`src/rtl/irqf_pkg.sv`:
```
package irqf_pkg;
  localparam int SRC_W  = 12;
  localparam int DATA_W = 32;
  localparam int BUS_W  = 32;
  localparam int ADDR_W = 5;
  localparam int SRC_REG_ADDR  = 15;
  localparam int DATA_REG_ADDR = 16;

  typedef struct packed {
    logic [SRC_W-1:0]  src;
    logic [DATA_W-1:0] data;
  } irq_rec_t;
endpackage

```
`src/rtl/irqf_store.sv`:
```
module irqf_store
  import irqf_pkg::*;
#(
  parameter int DEPTH = 8
) (
  input  logic     clk,
  input  logic     rst,
  input  logic     push_en,
  input  irq_rec_t push_rec,
  input  logic     pop_en,
  output irq_rec_t head_rec,
  output logic     can_push,
  output logic     has_entry,
  output logic     ovf_flag
);
  localparam int PTR_W = (DEPTH > 1) ? $clog2(DEPTH) : 1;
  localparam int CNT_W = $clog2(DEPTH + 1);
  localparam logic [CNT_W-1:0] FULL_CNT = CNT_W'(DEPTH);
  localparam logic [PTR_W-1:0] LAST_PTR = PTR_W'(DEPTH - 1);

  irq_rec_t         mem [DEPTH];
  logic [PTR_W-1:0] wr_ptr, rd_ptr;
  logic [CNT_W-1:0] count;
  logic             push_fire, pop_fire, is_full;

  assign is_full   = (count == FULL_CNT);
  assign push_fire = push_en && !is_full;
  assign pop_fire  = pop_en && (count != '0);
  assign can_push  = !is_full;
  assign has_entry = (count != '0);
  assign head_rec  = mem[rd_ptr];

  always_ff @(posedge clk) begin
    if (push_fire) mem[wr_ptr] <= push_rec;
  end

  always_ff @(posedge clk) begin
    if (rst) begin
      wr_ptr   <= '0;
      rd_ptr   <= '0;
      count    <= '0;
      ovf_flag <= 1'b0;
    end else begin
      if (push_fire) wr_ptr <= (wr_ptr == LAST_PTR) ? '0 : wr_ptr + 1'b1;
      if (pop_fire)  rd_ptr <= (rd_ptr == LAST_PTR) ? '0 : rd_ptr + 1'b1;
      case ({push_fire, pop_fire})
        2'b10:   count <= count + 1'b1;
        2'b01:   count <= count - 1'b1;
        default: count <= count;
      endcase
      if (push_en && is_full) ovf_flag <= 1'b1;
    end
  end

  assert_count_bound_R2: assert property (@(posedge clk) disable iff (rst)
    count <= FULL_CNT);
  assert_full_drop_R2: assert property (@(posedge clk) disable iff (rst)
    (push_en && is_full && !pop_en) |=> (count == FULL_CNT));
  assert_overflow_sticky_R3: assert property (@(posedge clk) disable iff (rst)
    ovf_flag |=> ovf_flag);
  assert_empty_pop_holds_R7: assert property (@(posedge clk) disable iff (rst)
    (pop_en && count == '0 && !push_en) |=> (count == '0));
endmodule

```
`src/rtl/irqf_regif.sv`:
```
module irqf_regif
  import irqf_pkg::*;
(
  input  logic              clk,
  input  logic              rst,
  input  logic              acc,
  input  logic              wr,
  input  logic [ADDR_W-1:0] addr,
  input  irq_rec_t          head_rec,
  input  logic              has_entry,
  output logic              pop_req,
  output logic [BUS_W-1:0]  rdata
);
  localparam logic [ADDR_W-1:0] SRC_A  = ADDR_W'(SRC_REG_ADDR);
  localparam logic [ADDR_W-1:0] DATA_A = ADDR_W'(DATA_REG_ADDR);

  logic             rd, sel_src, sel_data;
  logic [BUS_W-1:0] rd_mux;

  assign rd       = acc && !wr;
  assign sel_src  = rd && (addr == SRC_A);
  assign sel_data = rd && (addr == DATA_A);
  assign pop_req  = sel_src;

  always_comb begin
    rd_mux = '0;
    if (has_entry) begin
      if (sel_src)  rd_mux = {{(BUS_W-SRC_W){1'b0}}, head_rec.src};
      if (sel_data) rd_mux = BUS_W'(head_rec.data);
    end
  end

  always_ff @(posedge clk) begin
    if (rst)      rdata <= '0;
    else if (acc) rdata <= rd_mux;
  end

  assert_rdata_hold_R6: assert property (@(posedge clk) disable iff (rst)
    !acc |=> $stable(rdata));
  assert_empty_src_zero_R7: assert property (@(posedge clk) disable iff (rst)
    (sel_src && !has_entry) |=> (rdata == '0));
endmodule

```
`src/rtl/irq_record_fifo.sv`:
```
module irq_record_fifo
  import irqf_pkg::*;
#(
  parameter int DEPTH = 8
) (
  input  logic              clk,
  input  logic              rst,
  input  logic              push_valid,
  output logic              push_ready,
  input  logic [SRC_W-1:0]  push_src,
  input  logic [DATA_W-1:0] push_data,
  input  logic              bus_acc,
  input  logic              bus_wr,
  input  logic [ADDR_W-1:0] bus_addr,
  output logic [BUS_W-1:0]  bus_rdata,
  output logic              irq_pending,
  output logic              overflow
);
  irq_rec_t in_rec, head_rec;
  logic     pop_req;

  assign in_rec.src  = push_src;
  assign in_rec.data = push_data;

  irqf_store #(.DEPTH(DEPTH)) store_i (
    .clk(clk), .rst(rst),
    .push_en(push_valid), .push_rec(in_rec),
    .pop_en(pop_req), .head_rec(head_rec),
    .can_push(push_ready), .has_entry(irq_pending), .ovf_flag(overflow)
  );

  irqf_regif regif_i (
    .clk(clk), .rst(rst),
    .acc(bus_acc), .wr(bus_wr), .addr(bus_addr),
    .head_rec(head_rec), .has_entry(irq_pending),
    .pop_req(pop_req), .rdata(bus_rdata)
  );

  assert_data_read_no_pop_R5: assert property (@(posedge clk) disable iff (rst)
    (bus_acc && !bus_wr && bus_addr == ADDR_W'(DATA_REG_ADDR) && irq_pending)
      |=> irq_pending);
  assert_pending_rise_R8: assert property (@(posedge clk) disable iff (rst)
    $rose(irq_pending) |-> $past(push_valid));
endmodule

```
`config.mk`:
```
export PLATFORM = sky130hd
export DESIGN_NAME = irq_record_fifo
export DESIGN_NICKNAME = d
export VERILOG_FILES = /design/src/rtl/irqf_pkg.sv /design/src/rtl/irqf_store.sv /design/src/rtl/irqf_regif.sv /design/src/rtl/irq_record_fifo.sv
export SDC_FILE = /design/constraint.sdc
export NUM_CORES = 1
export LEC_CHECK = 0
export BUFFER_PORTS_ARGS = -buffer_cell sky130_fd_sc_hd__buf_2
export CORE_ASPECT_RATIO = 0.5
export CORE_UTILIZATION = 45
export CTS_CLUSTER_DIAMETER = 150
export DETAILED_ROUTE_END_ITERATION = 10
export MAX_ROUTING_LAYER = met4
export PLACE_DENSITY = 0.73
export RECOVER_POWER = 50
export SLEW_MARGIN = 30
export SYNTH_ARGS = -nofsm -noshare
export SYNTH_HDL_FRONTEND = slang
export SYNTH_SLANG_ARGS = --single-unit
```
`constraint.sdc`:
```
create_clock -name clk -period 5.85 [get_ports clk]
set_clock_uncertainty 0.05 [all_clocks]
set_input_delay 0.585 -clock clk [delete_from_list [all_inputs] [get_ports clk]]
set_output_delay 0.585 -clock clk [all_outputs]
set_load 0.02 [all_outputs]
```
==> metrics.md <==
| Metric | Value |
|---|---|
| DR vias/cell | 5.47 |
| Slowest CP cell | or3b_1 |
| Antenna violations before repair | 2 |
| Routed WL | 30500 microns |
| # DRC | 0 |
| GRT overflow | 0 |
| Clock buffer depth | 3 |
| Post-synthesis adder-cell area fraction | 0.578% |
| Vias in the first global route | 8038 |
| Mapped Area | 15200 sq um |
| Post-Synth XOR/XNOR Area | 0.231% |
| CP Cell Sequence | clkbuf_1 -> and2b_1 -> or3b_1 -> nor2b_1 -> ha_1 -> xor2_1 -> ha_1 -> a21oi_1 -> xor2_1 -> or3_1 -> a21oi_1 |
| Max-slew violation count | 0 |
| Placed Cells | 1315 |
| Max_cap viols | 0 |
| Largest family of logic cells by synthesized area | multiplexers |
| Compound-Gate Fraction of Synth Area | 3.42% |
| RD Place Congestion | 0.754 |
| Leak Pwr | 5.25 nW |
| CP startpoint kind | primary input |
| Post-synthesis sequential area ratio | 75.8% |
| Post-placement cell area | 16100 sq um |
| CP Capture Type | flop |
| Clock buffer count from CTS | 36 |
| Largest net degree at the start of global routing | 60 |
| Synth Area in Simple Gates | 4.06% |
| Die footprint | 34500 sq um |
| Post-DP HPWL | 17200 microns |
| Fraction of layout cells with a size suffix above 1 | 19.1% |
| R2R Path Start | store_i.count[1] |
| Die height | 132 microns |
| Global-route wire length before repair | 46700 microns |
| CTS tree | done |
| Syn_area_per_cell | 18.7 sq um |
| Synth Instances | 810 |
| Dpl ws | 2.55 ns |
| Final number of setup-violating endpoints | 0 |
| Fin Hold WS | 0.339 ns |
| DRT Pass-1 Iters | 7 |
| Total power | 5.66 mW |
| Synth warn | 0 |
| RSZ-0062 raised after global routing | false |
| Initial Util | 45.8% |
| Actual slew at the worst max-slew pin | 0.999 ns |
| WS Path Type | in2reg |
| Worst Slack Setup Final | 2.74 ns |
| Period utilisation layout | 53.2% |
| Synth cell types | 38 |
| Max VDD drop | 0.162 mV |
| Slew headroom | 33.4% |
| Final ANT Viol Nets | 0 |
| Global Route Usage Sum | 18.6% |
| Crit path DAT | 3.50 ns |
| Routed wire length per instance | 22.0 microns |
| Hold Buf Count CTS | 0 |
| Bufs and invs on worst path | 1 |
| #FFs+latches synth | 398 |
| DR vias | 7566 |
| Mapped Nets | 871 |
| Area of the core | 33100 sq um |
| Final Non-Filler Cells | 1382 |
| Final #Nets | 974 |
| Area Overhead vs Synth | 13.5% |
| I/O pin cnt | 89 |
| Core Rows | 47 |
| Required time of the critical path | 6.23 ns |
| Sum Neg Setup Slack | 0 ns |
| Post-CTS resize count | 0 |
| Worst skew pair latency | 0.51 ns |
| Root buffer cell | clkbuf_16 |
| Hold Crit Start | push_valid |
| PwrDens | 329 nW/um^2 |
| 1st-iter DRT viols | 705 |
| Clock tree sinks | 398 |
| Die Width | 262 microns |
| H-tree levels | 2 |
| Final Hold Vio Count | 0 |
| Worst hold path class | in2reg |
| Worst-path clk slew | 0.06 ns |
| CP top delay family | simple AND/OR/NAND/NOR gates |
| Crit path max fanout | 13 |
| Worst Setup SP | bus_acc |
| Status | complete, no violations |
| Design area | 17200 sq um |
| Fin util | 52.0% |
| Post-layout minimum cycle time | 3.11 ns |
| Post-CTS Setup Bufs | 0 |
| Port Buffer Count | 88 |
| Fmax | 321 MHz |
| CP peak stage delay | 0.64 ns |
| Post-synthesis mux area share | 14.3% |
## kinds of logic (layout without fill, tap and decap cells)
logic type | Yosys count | count (layout)
simple gates | 133 | 133
buf+inv | 42 | 171
fa+ha+maj | 7 | 7
other cells | 0 | 2
xor+xnor | 4 | 4
flops | 398 | 398
mux | 148 | 148
compound gates | 78 | 78
## synth_stat cells
library cell,n,area share [%]
mux2_2,24,1.8
ha_1,7,0.58
buf_4,7,0.35
buf_1,4,0.099
nor4bb_1,1,0.066
nor2b_1,2,0.083
or3_1,2,0.083
or3b_4,1,0.074
nor3_1,29,0.96
o22ai_1,36,1.5
clkbuf_1,11,0.27
or2_2,1,0.041
nand3b_1,1,0.050
edfxtp_1,352,70
buf_2,13,0.43
o31ai_2,10,0.83
a21oi_1,5,0.17
mux4_2,52,7.7
dfxtp_1,46,6.1
nor4_1,2,0.083
nand4b_1,1,0.058
nand3_1,3,0.099
o31ai_1,3,0.15
or2_1,1,0.041
and2b_1,1,0.050
and3_1,1,0.041
xor2_1,3,0.17
xnor2_1,1,0.058
a31oi_1,1,0.041
nor2_1,36,0.89
buf_6,7,0.52
nand2b_1,7,0.29
nand2_1,41,1.0
mux2i_1,72,4.8
or2_0,1,0.041
nor4b_1,1,0.058
o21ai_0,23,0.76
nand4_1,1,0.041
## placed cells by master, fill, tap and decap left out, types with 2 or more instances in the layout
cell	count
edfxtp_1	352
clkbuf_1	85
mux2i_1	72
mux4_2	52
dfxtp_1	43
nand2_1	41
clkbuf_16	37
o22ai_1	36
nor2_1	32
nor3_1	25
mux2_2	24
o21ai_0	23
buf_4	18
o31ai_2	10
buf_2	10
nand2b_1	7
ha_1	7
clkinv_1	6
clkinv_2	6
a21oi_1	5
nor3_2	4
clkbuf_8	4
bufinv_16	4
xor2_1	3
nand3_1	3
nor2_4	3
o31ai_1	3
diode_2	2
nor2b_1	2
or3_1	2
dfxtp_4	2
## where the power goes
| group | internal (mW) | leakage (nW) | switching, mW | total [mW] |
|---|---|---|---|---|
| combinational | 0.0474 | 1.10 | 0.100 | 0.148 |
| clock | 1.39 | 0.582 | 0.967 | 2.35 |
| sequential | 3.14 | 3.57 | 0.0152 | 3.16 |
| total | 4.57 | 5.25 | 1.08 | 5.66 |
## area by class of cell
class | instances | area, sq um
fill | 2554 | 15900
sequential | 398 | 11500
multi-input combinational | 370 | 3470
clock buffer | 48 | 1010
tap | 441 | 552
timing repair buffer | 107 | 505
clock inverter | 16 | 173
antenna | 2 | 5.00
## path summary, 6_finish.rpt
check | to | slack (ns) | cells past startpoint
worst min register to register | regif_i.rdata[20] | 0.40 | 2
worst min-delay path | store_i.ovf_flag | 0.34 | 3
worst max register to register | store_i.count[2] | 3.13 | 10
worst max-delay path | store_i.count[2] | 2.74 | 11
## sequential cells by signal, summed over array words and instances, names as in the netlist, named ones only
signal / cells
store_i.rd_ptr: 3
store_i.mem: 352
store_i.count: 4
store_i.wr_ptr: 3
regif_i.rdata: 32
store_i.ovf_flag: 1
## layer usage
metal / part of all wire [%] / vias to the layer above / global-route usage [%] / wire length, microns
li1: - / 3441 / - / -
met1: 41 / 3872 / 23.3 / 12600
met2: 51 / 209 / 31.3 / 15700
met3: 4.9 / 44 / 2.92 / 1510
met4: 2.3 / 0 / 5.46 / 697
met5: 0 / - / - / 0
## tightest hold or removal path: stages
cell and delay (ns):
buf_2 0.12, a31oi_1 0.08, nor2_1 0.07
Power figures use the tool's default switching activity.
